[src/rtl/tadc_pkg.sv]
`timescale 1ns/1ps
package tadc_pkg;
   localparam int CTRL_BITS  = 8;
   localparam int RES_BITS   = 12;
   localparam int FRAME_CLKS = 24;
   localparam int DATA_FIRST = CTRL_BITS + 1;
   localparam int DATA_LAST  = DATA_FIRST + RES_BITS - 1;

   typedef enum logic [1:0] {
      ST_IDLE,
      ST_REQ,
      ST_LEAD,
      ST_CONV
   } tadc_state_e;

   // start bit, channel, 12-bit mode, reference select, power bits
   function automatic logic [CTRL_BITS-1:0] make_ctrl(input logic [2:0] ch,
                                                      input logic       ser,
                                                      input logic [1:0] pd);
      return {1'b1, ch, 1'b0, ser, pd};
   endfunction
endpackage

[src/rtl/tadc_pen_arm.sv]
`timescale 1ns/1ps
module tadc_pen_arm #(
   parameter int SYNC_STAGES = 2,
   parameter int REPEAT_CYC  = 500000
) (
   input  logic clk,
   input  logic rst_n,
   input  logic pen_irq_n,
   input  logic consume,
   output logic pen_down,
   output logic armed
);
   localparam int RW = $clog2(REPEAT_CYC + 1);

   logic [SYNC_STAGES-1:0] sync_q;
   logic [RW-1:0]          rpt_q;
   logic                   armed_q;

   always_ff @(posedge clk or negedge rst_n) begin
      if (!rst_n) sync_q <= '1;
      else        sync_q <= {sync_q[SYNC_STAGES-2:0], pen_irq_n};
   end

   assign pen_down = ~sync_q[SYNC_STAGES-1];

   always_ff @(posedge clk or negedge rst_n) begin
      if (!rst_n) begin
         armed_q <= 1'b1;
         rpt_q   <= '0;
      end else if (consume) begin
         armed_q <= 1'b0;
         rpt_q   <= '0;
      end else if (!pen_down) begin
         armed_q <= 1'b1;
         rpt_q   <= '0;
      end else if (!armed_q) begin
         if (rpt_q == RW'(REPEAT_CYC - 1)) begin
            armed_q <= 1'b1;
            rpt_q   <= '0;
         end else begin
            rpt_q <= rpt_q + 1'b1;
         end
      end
   end

   assign armed = armed_q;
endmodule

[src/rtl/tadc_dclk_gen.sv]
`timescale 1ns/1ps
module tadc_dclk_gen #(
   parameter int HALF_DIV = 4
) (
   input  logic clk,
   input  logic rst_n,
   input  logic run,
   output logic dclk,
   output logic rise_now,
   output logic fall_now
);
   localparam int CW = (HALF_DIV > 1) ? $clog2(HALF_DIV) : 1;

   logic [CW-1:0] cnt_q;
   logic          lvl_q;
   logic          half_done;

   assign half_done = run && (cnt_q == CW'(HALF_DIV - 1));

   always_ff @(posedge clk or negedge rst_n) begin
      if (!rst_n) begin
         cnt_q <= '0;
         lvl_q <= 1'b0;
      end else if (!run) begin
         cnt_q <= '0;
         lvl_q <= 1'b0;
      end else if (half_done) begin
         cnt_q <= '0;
         lvl_q <= ~lvl_q;
      end else begin
         cnt_q <= cnt_q + 1'b1;
      end
   end

   assign dclk     = lvl_q;
   assign rise_now = half_done && !lvl_q;
   assign fall_now = half_done && lvl_q;
endmodule

[src/rtl/tadc_frame.sv]
`timescale 1ns/1ps
module tadc_frame import tadc_pkg::*; #(
   parameter int BUSY_CHECK = 1
) (
   input  logic                 clk,
   input  logic                 rst_n,
   input  logic                 start,
   input  logic [CTRL_BITS-1:0] ctrl,
   input  logic                 rise_now,
   input  logic                 fall_now,
   input  logic                 dout,
   input  logic                 busy,
   output logic                 active,
   output logic                 din,
   output logic                 done,
   output logic                 ok,
   output logic [RES_BITS-1:0]  result
);
   localparam int IW = $clog2(FRAME_CLKS);

   logic                active_q;
   logic [IW-1:0]       idx_q;
   logic [RES_BITS-1:0] sh_q;
   logic                done_q;
   logic                in_data;
   logic                launch;

   assign launch  = start && !active_q;
   assign in_data = (idx_q >= IW'(DATA_FIRST)) && (idx_q <= IW'(DATA_LAST));

   always_ff @(posedge clk or negedge rst_n) begin
      if (!rst_n) begin
         active_q <= 1'b0;
         idx_q    <= '0;
         sh_q     <= '0;
         done_q   <= 1'b0;
      end else begin
         done_q <= 1'b0;
         if (launch) begin
            active_q <= 1'b1;
            idx_q    <= '0;
         end else if (active_q) begin
            if (rise_now && in_data)
               sh_q <= {sh_q[RES_BITS-2:0], dout};
            if (fall_now) begin
               if (idx_q == IW'(FRAME_CLKS - 1)) begin
                  active_q <= 1'b0;
                  done_q   <= 1'b1;
               end else begin
                  idx_q <= idx_q + 1'b1;
               end
            end
         end
      end
   end

   generate
      if (BUSY_CHECK != 0) begin : g_busy
         logic seen_q;
         always_ff @(posedge clk or negedge rst_n) begin
            if (!rst_n)
               seen_q <= 1'b0;
            else if (launch)
               seen_q <= 1'b0;
            else if (active_q && rise_now && idx_q == IW'(DATA_FIRST))
               seen_q <= busy;
         end
         assign ok = seen_q;
      end else begin : g_nobusy
         assign ok = 1'b1;
      end
   endgenerate

   assign din    = (active_q && idx_q < IW'(CTRL_BITS)) ?
                   ctrl[3'(CTRL_BITS - 1) - idx_q[2:0]] : 1'b0;
   assign active = active_q;
   assign done   = done_q;
   assign result = sh_q;
endmodule

[src/rtl/touch_adc_ctrl.sv]
`timescale 1ns/1ps
module touch_adc_ctrl import tadc_pkg::*; #(
   parameter int         HALF_DIV    = 4,
   parameter int         REPEAT_CYC  = 500000,
   parameter int         MAX_RETRY   = 3,
   parameter int         BUSY_CHECK  = 1,
   parameter int         SYNC_STAGES = 2,
   parameter logic [2:0] X_CH        = 3'b101,
   parameter logic [2:0] Y_CH        = 3'b001,
   parameter logic       SER_DFR     = 1'b0,
   parameter logic [1:0] PD_BITS     = 2'b00
) (
   input  logic                clk,
   input  logic                rst_n,
   input  logic                pen_irq_n,
   output logic                bus_req,
   input  logic                bus_gnt,
   output logic                sif_oe,
   output logic                sif_sce,
   output logic                sif_dclk,
   output logic                sif_din,
   input  logic                adc_dout,
   input  logic                adc_busy,
   output logic [RES_BITS-1:0] coord_x,
   output logic [RES_BITS-1:0] coord_y,
   output logic                coord_valid
);
   localparam int RTW = $clog2(MAX_RETRY + 1) + 1;

   generate
      if (HALF_DIV < 1) begin : g_bad_div
         $error("HALF_DIV must be at least 1");
      end
      if (REPEAT_CYC < 2) begin : g_bad_rpt
         $error("REPEAT_CYC must be at least 2");
      end
      if (MAX_RETRY < 0) begin : g_bad_retry
         $error("MAX_RETRY must not be negative");
      end
      if (SYNC_STAGES < 2) begin : g_bad_sync
         $error("SYNC_STAGES must be at least 2");
      end
      if (X_CH == Y_CH) begin : g_bad_ch
         $error("X_CH and Y_CH must differ");
      end
   endgenerate

   tadc_state_e         state_q;
   logic                req_q;
   logic                oe_q;
   logic                chan_y_q;
   logic [RTW-1:0]      retry_q;
   logic                start_q;
   logic [RES_BITS-1:0] x_hold_q;
   logic [RES_BITS-1:0] x_q;
   logic [RES_BITS-1:0] y_q;
   logic                valid_q;

   logic                pen_down;
   logic                armed;
   logic                consume;
   logic                frm_active;
   logic                frm_din;
   logic                frm_done;
   logic                frm_ok;
   logic [RES_BITS-1:0] frm_result;
   logic                dclk;
   logic                rise_now;
   logic                fall_now;
   logic                read_good;
   logic                read_lost;
   logic [CTRL_BITS-1:0] ctrl_byte;

   tadc_pen_arm #(
      .SYNC_STAGES(SYNC_STAGES),
      .REPEAT_CYC (REPEAT_CYC)
   ) u_pen (
      .clk      (clk),
      .rst_n    (rst_n),
      .pen_irq_n(pen_irq_n),
      .consume  (consume),
      .pen_down (pen_down),
      .armed    (armed)
   );

   tadc_dclk_gen #(
      .HALF_DIV(HALF_DIV)
   ) u_clk (
      .clk     (clk),
      .rst_n   (rst_n),
      .run     (frm_active),
      .dclk    (dclk),
      .rise_now(rise_now),
      .fall_now(fall_now)
   );

   assign ctrl_byte = make_ctrl(chan_y_q ? Y_CH : X_CH, SER_DFR, PD_BITS);

   tadc_frame #(
      .BUSY_CHECK(BUSY_CHECK)
   ) u_frame (
      .clk     (clk),
      .rst_n   (rst_n),
      .start   (start_q),
      .ctrl    (ctrl_byte),
      .rise_now(rise_now),
      .fall_now(fall_now),
      .dout    (adc_dout),
      .busy    (adc_busy),
      .active  (frm_active),
      .din     (frm_din),
      .done    (frm_done),
      .ok      (frm_ok),
      .result  (frm_result)
   );

   assign read_good = frm_done && frm_ok && chan_y_q;
   assign read_lost = frm_done && !frm_ok && (retry_q == RTW'(MAX_RETRY));
   assign consume   = (state_q == ST_CONV) && (read_good || read_lost);

   always_ff @(posedge clk or negedge rst_n) begin
      if (!rst_n) begin
         state_q  <= ST_IDLE;
         req_q    <= 1'b0;
         oe_q     <= 1'b0;
         chan_y_q <= 1'b0;
         retry_q  <= '0;
         start_q  <= 1'b0;
         x_hold_q <= '0;
         x_q      <= '0;
         y_q      <= '0;
         valid_q  <= 1'b0;
      end else begin
         start_q <= 1'b0;
         valid_q <= 1'b0;
         case (state_q)
            ST_IDLE: begin
               if (pen_down && armed) begin
                  req_q   <= 1'b1;
                  state_q <= ST_REQ;
               end
            end
            ST_REQ: begin
               if (bus_gnt) begin
                  oe_q     <= 1'b1;
                  chan_y_q <= 1'b0;
                  retry_q  <= '0;
                  state_q  <= ST_LEAD;
               end
            end
            ST_LEAD: begin
               start_q <= 1'b1;
               state_q <= ST_CONV;
            end
            ST_CONV: begin
               if (consume) begin
                  req_q   <= 1'b0;
                  oe_q    <= 1'b0;
                  state_q <= ST_IDLE;
                  if (read_good) begin
                     x_q     <= x_hold_q;
                     y_q     <= frm_result;
                     valid_q <= 1'b1;
                  end
               end else if (frm_done) begin
                  state_q <= ST_LEAD;
                  if (frm_ok) begin
                     retry_q  <= '0;
                     x_hold_q <= frm_result;
                     chan_y_q <= 1'b1;
                  end else begin
                     retry_q <= retry_q + 1'b1;
                  end
               end
            end
            default: state_q <= ST_IDLE;
         endcase
      end
   end

   assign bus_req     = req_q;
   assign sif_oe      = oe_q;
   assign sif_sce     = oe_q;
   assign sif_dclk    = dclk;
   assign sif_din     = frm_din;
   assign coord_x     = x_q;
   assign coord_y     = y_q;
   assign coord_valid = valid_q;
endmodule

[config.mk]
export PLATFORM = sky130hd
export DESIGN_NAME = touch_adc_ctrl
export DESIGN_NICKNAME = d
export VERILOG_FILES = /design/src/rtl/tadc_pkg.sv /design/src/rtl/tadc_pen_arm.sv /design/src/rtl/tadc_dclk_gen.sv /design/src/rtl/tadc_frame.sv /design/src/rtl/touch_adc_ctrl.sv
export SDC_FILE = /design/constraint.sdc
export NUM_CORES = 1
export LEC_CHECK = 0
export ABC_AREA = 1
export ABC_CLOCK_PERIOD_IN_PS = 1900
export BUFFER_PORTS_ARGS = -buffer_cell sky130_fd_sc_hd__buf_4
export CAP_MARGIN = 40
export CORE_UTILIZATION = 35
export DETAILED_ROUTE_END_ITERATION = 6
export SLEW_MARGIN = 20
export SYNTH_ARGS = -nofsm -noshare
export SYNTH_HDL_FRONTEND = slang
export SYNTH_SLANG_ARGS = --single-unit
export TNS_END_PERCENT = 1
[constraint.sdc]
create_clock -name clk -period 1.9 [get_ports clk]
set_clock_uncertainty 0.15 [all_clocks]
set_input_delay 0.19 -clock clk [delete_from_list [all_inputs] [get_ports clk]]
set_output_delay 0.19 -clock clk [all_outputs]
set_load 0.1 [all_outputs]
# After elaboration in Yosys (flattened, before gate mapping)
# Index checks and enable logic that the tools add are counted.
[totals]
out_inout_bits = 30
elab_cells = 139
ff_bits = 91
input_bits = 6
[classes]
addsub = 5
bitwise = 4
eq_ne = 18
mux = 54
reduce_logical = 34
order_cmp = 4
[op_table]
columns = ["operator", "n"]
rows = [
  ["two-way mux 19 bit", 4],
  ["two-way mux 1 bit", 29],
  ["two-way mux 5 bit", 4],
  ["adder 19 x 1 -> 19 bit (second input constant)", 1],
  ["== test 19 bit (second input constant)", 1],
  ["AND reduction 3 bit", 6],
  ["logical AND 1 bit", 15],
  ["two-way mux 3 bit", 5],
  ["two-way mux 2 bit", 6],
  ["!= test 2 bit (second input constant)", 5],
  ["nonzero test 2 bit", 5],
  ["one-hot mux 2 bit (4 select lines)", 1],
  ["AND reduction 4 bit", 2],
  ["== test 2 bit (second input constant)", 3],
  ["!= test 2 x 1 -> 1 bit (second input constant)", 3],
  ["!= test 3 x 2 -> 1 bit (second input constant)", 2],
  ["one-hot mux 1 bit (2 select lines)", 3],
  ["one-hot mux 3 bit (2 select lines)", 1],
  ["adder 5 x 1 -> 5 bit (second input constant)", 1],
  ["== test 5 x 4 -> 1 bit (second input constant)", 1],
  ["== test 5 bit (second input constant)", 1],
  ["greater-or-equal comparator 5 x 4 -> 1 bit (second input constant)", 1],
  ["less-or-equal comparator 5 bit (second input constant)", 1],
  ["less-than comparator 5 x 4 -> 1 bit (second input constant)", 1],
  ["12 further kinds", 17],
]

# Logic depth before layout (Yosys ltp)
[logic_depth]
word_depth = 7
depth_mapped = 11
depth_no_buf = 11

# Cells and area by module
# A second synthesis with hierarchy kept.
[hier_totals]
cells_unflattened = 568
hier_area_um2 = 4485.6
[by_module_without_submodules]
columns = ["module", "cells_per_inst", "area_each_um2", "n_inst", "seq_area_each_um2"]
rows = [
  ["touch_adc_ctrl", 219, 1931.9, 1, 1151.1],
  ["tadc_pen_arm", 189, 1340.0, 1, 554.3],
  ["tadc_frame", 144, 1078.5, 1, 500.5],
  ["tadc_dclk_gen", 16, 135.1, 1, 75.1],
]

# Worst setup path before layout
# OpenSTA, ideal clock, no wires.
[synth_timing]
kind = "register -> output"
from = "reg u_frame.idx_q[3]"
to = "out sif_din"
stages_incl_launch_ff = 4
path_slack_ns = -1.087
arrival_time_ns = 2.647
path_cell_list = "dfrtp_1 -> inv_1 -> nand3_1 -> nor3_1"
[synth_via]
elab_chain_len = 3
[synth_rtl]
columns = ["element", "line", "source"]
rows = [
  ["from (decl)", "tadc_frame.sv:22", "logic [IW-1:0] idx_q;"],
  ["from (signal assigned)", "tadc_frame.sv:50", "idx_q <= idx_q + 1'b1;"],
  ["less-than comparator 5 x 4 -> 1 bit", "tadc_frame.sv:74", "assign din = (active_q && idx_q < IW'(CTRL_BITS)) ?"],
  ["logical AND 1 bit", "tadc_frame.sv:74", ""],
  ["two-way mux 1 bit", "tadc_frame.sv:74", ""],
  ["to (decl)", "touch_adc_ctrl.sv:21", "output logic sif_din,"],
]
# Every way passes these cells.

# Final worst setup path
[layout_timing]
from = "reg u_frame.idx_q[4]"
to = "out sif_din"
# The elaborated chain is that of the path after synthesis.

==> summary.md <==
| Metric | Value |
|---|---|
| Ratio of total power to cell area | `981 mW/mm^2` |
| First-pass GRT wire length | `between 10000 and 15000 um` |
| Setup bufs post-CTS | `0` |
| Outcome | `finished with violations` |
| Critical Path Max Stage Delay | `about 0.40 ns` |
| Clock Path Buffers | `2` |
| Worst-Skew Late Latency | `around 0.34 ns` |
| Startpoint Class | `flip-flop` |
| Warnings from Yosys | `0` |
| Initial Util | `0.364` |
| Cells after Synth | `487` |
| Critical-path cell list | `inv_1 > nand3_1 > nor3_4 > buf_12` |
| Clock power share | `0.373` |
| Drt via density | `approximately 4.7` |
| Post-route ant nets | `0` |
| Chip height | `between 100 and 150 um` |
| Worst-path fanout max | `6` |
| Initial DRC Count | `around 130` |
| H-Tree Depth | `3` |
| Crit path DAT | `around 1.5 ns` |
| Seq/Total Area, Yosys | `0.545` |
| Tightest Pin Transition | `around 0.42 ns` |
| Largest net degree at the start of global routing | `38` |
| RSZ-0062 raised after global routing | `yes` |
| Detailed Place HPWL | `a little under 6000 um` |
| 1st-pass router iterations | `6` |
| Synth Cell Area | `0.00419 mm^2` |
| Post-Syn Area per Cell | `approximately 8.6 um^2` |
| Comb power frac | `0.185` |
| Nets | `approximately 540` |
| P_sw | `roughly 1.5 mW` |
| Rel. slew slack | `0.720` |
| Hold Crit Class | `input pin to async pin` |
| Vias in the first global route | `between 3000 and 4000` |
| Achievable Freq | `approximately 550 MHz` |
| Routability cong. | `0.800` |
| Slack of the critical path | `between 0.08 and 0.09 ns` |
| Final setup vio count | `0` |
| Max IR drop VDD | `around 0.47 mV` |
| P&R area growth vs syn | `20.2%` |
| Sequential power share | `0.441` |
| Layout cells sized above 1 | `0.175` |
| Reg clk slew, reported paths | `around 0.07 ns` |
| Die ar. | `0.0124 mm^2` |
| TritonCTS Sinks | `91` |
| Antenna Cells | `0` |
| # DRC | `2` |
| Int Power | `roughly 3.4 mW` |
| #FFs+latches synth | `between 90 and 100` |
| Synthesized Nets | `499` |
| Sw Ratio | `0.312` |
| CTS tree | `done` |
| Row count | `39` |
| CP Data Required Time | `roughly 1.6 ns` |
| GRT overflow | `0` |
| CORE AREA | `between 0.01 and 0.015 mm^2` |
| CTS Buf Count | `9` |
| Die Width | `approximately 110 um` |
| Violated checks | `design-rule violations` |
| All-layer global routing usage | `0.148` |
| Post-Place Setup Slack | `approximately 0.075 ns` |
| WL per Instance | `about 12 um` |
| P_leak | `2.46 nW` |
| Slowest CP cell | `dfrtp_1` |
| I/O pin total | `36` |
| Initial antenna violation count | `0` |
| Vias | `between 3000 and 4000` |
| Routed wire length | `8390 um` |
| Final Slew Violations | `0` |
| Crit path capture type | `primary output` |
| Port Buf Inserts | `35` |
| Fin crit share | `0.953` |
| Post-synthesis cell type count | `33` |
| Number of max-cap violations | `0` |
| Clock root buffer | `clkbuf_16` |
| Setup CP Type | `flip-flop to primary output` |
| Final core utilization | `0.437` |
| Final Critical Period | `between 1.5 and 2 ns` |
| Final hold vios | `0` |
[critical path, delay by kind of cell, from the launching register on]
| family | cells | cell delay (ns) |
|---|---|---|
| DFF | 1 | 0.40 |
| buffers and inverters | 2 | 0.36 |
| and+or+nand+nor | 2 | 0.37 |
[cells in the final DEF, fill, tap and decap left out, drive strengths merged]
master       Yosys  layout
dfrtp           88      88
or2              1       1
a32o             1       1
xor2             1       1
buf             10      40
nor2            73      73
o32ai            1       1
bufinv           0       1
o2bb2ai          1       1
o22ai            1       1
nand3b           3       3
nand2          122     122
nand3           30      30
clkinv           0       4
dlygate4sd3      0       5
clkbuf           1       9
a31oi            1       1
a211o            1       1
nand4            3       3
mux2            12      12
ha               6       6
o21bai           1       1
dfstp            3       3
a21oi           22      22
inv             62      64
o21ai           42      42
nor3             1       1
[worst paths after layout]
path / from / end / slack [ns] / depth (start not counted)
max reg2reg: retry_q[0]$_DFFE_PN0P_ / u_pen.rpt_q[9]$_DFFE_PN0P_ / 0.13 / 9
min: rst_n / u_pen.rpt_q[6]$_DFFE_PN0P_ / 0.18 / 2
min in group clk: u_pen.sync_q[0]$_DFF_PN1_ / u_pen.sync_q[1]$_DFF_PN1_ / 0.21 / 0
max in group asynchronous: rst_n / x_hold_q[8]$_DFFE_PN0P_ / 0.91 / 3
max: u_frame.idx_q[4]$_DFFE_PN0P_ / sif_din / 0.09 / 4
min reg2reg: u_pen.sync_q[0]$_DFF_PN1_ / u_pen.sync_q[1]$_DFF_PN1_ / 0.21 / 0
[synth_stat cells]
| cell | instances | area, um^2 |
|---|---|---|
| o32ai_1 | 1 | 8.76 |
| nand2_4 | 2 | 22.5 |
| ha_1 | 6 | 75.1 |
| buf_6 | 2 | 22.5 |
| dfrtp_1 | 88 | 2200 |
| inv_1 | 60 | 225 |
| nand3b_1 | 3 | 22.5 |
| o21ai_0 | 28 | 140 |
| clkbuf_2 | 1 | 5.00 |
| buf_2 | 4 | 20.0 |
| o22ai_1 | 1 | 6.26 |
| nand3_2 | 4 | 40.0 |
| inv_2 | 2 | 7.51 |
| dfstp_2 | 3 | 78.8 |
| a32o_1 | 1 | 10.0 |
| buf_4 | 4 | 30.0 |
| nand2_1 | 114 | 428 |
| nand4_1 | 3 | 18.8 |
| a31oi_1 | 1 | 6.26 |
| nor2_4 | 1 | 11.3 |
| o21ai_1 | 12 | 60.1 |
| mux2_2 | 12 | 135 |
| o21bai_1 | 1 | 7.51 |
| xor2_1 | 1 | 8.76 |
| nand2_2 | 6 | 37.5 |
| a211o_1 | 1 | 8.76 |
| o2bb2ai_1 | 1 | 8.76 |
| nor2_1 | 72 | 270 |
| a21oi_1 | 22 | 110 |
| o21ai_2 | 2 | 17.5 |
| nand3_1 | 26 | 130 |
| or2_2 | 1 | 6.26 |
| nor3_1 | 1 | 5.00 |
[area by class of cell]
cell class                      instances  area (um^2)
Clock buffer                            9          225
Clock inverter                          7         86.3
Fill cell                            1122         6480
Inverter                               62          233
Multi-Input combinational cell        323         1620
Sequential cell                        91         2280
Tap cell                              143          179
Timing Repair Buffer                   45          413
[registers in the layout (all words and copies together), names as in the netlist, 2 cells and up]
name and cells:
x_hold_q 12, u_clk.cnt_q 2, u_pen.rpt_q 19, coord_y 12, state_q 2, u_frame.result 12, u_frame.idx_q 5, retry_q 3
u_pen.sync_q 2, coord_x 12
[logic make-up after synthesis]
kind of cell | share of synthesized area
AO/OA/AOI/OAI | 0.0918
XOR/XNOR | 0.00209
flip-flops | 0.545
buffers and inverters | 0.0741
adder cells (fa/ha/maj) | 0.0179
multiplexers | 0.0323
AND/OR/NAND/NOR | 0.237
[layer usage]
| layer | GRT usage | part of all wire | vias to the layer above |
|---|---|---|---|
| met1 | 0.205 | 0.51 | 1497 |
| li1 | - | - | 1638 |
| met5 | 0 | 0 | - |
| met2 | 0.219 | 0.44 | 46 |
| met3 | 0.0419 | 0.040 | 10 |
| met4 | 0.0595 | 0.014 | 0 |
[power by group through the flow]
stage	combinational (mW)	clock [mW]	sequential, mW
global placement	0.832	0	2.21
detailed placement	0.851	0	2.21
floorplan	0.557	0	2.28
global route	1.02	1.96	2.20
finish	0.915	1.84	2.18
CTS	0.862	1.89	2.18
[repair_timing]
item	in CTS	in global routing
hold buffers	5	0
hold endpoints to repair	31	0
setup endpoints to repair	0	14
gates resized for setup	0	9
[stage by stage]
stage / instance area [um^2] / instances / setup TNS, ns / power, mW / hold WS [ns]
6_report: 5030 / 680 / 0 / 4.94 / 0.177
5_1_grt: 5030 / 680 / -0.0519 / 5.18 / 0.213
4_1_cts: 5010 / 680 / 0 / 4.93 / 0.192
3_5_place_dp: 4650 / 659 / 0 / 3.07 / 0.00915
3_3_place_gp: 4650 / 659 / 0 / 3.04 / 0.00245
2_1_floorplan: 4200 / 487 / 0 / 2.84 / -0.256
No activity file was read; power rests on OpenSTA's default activity.
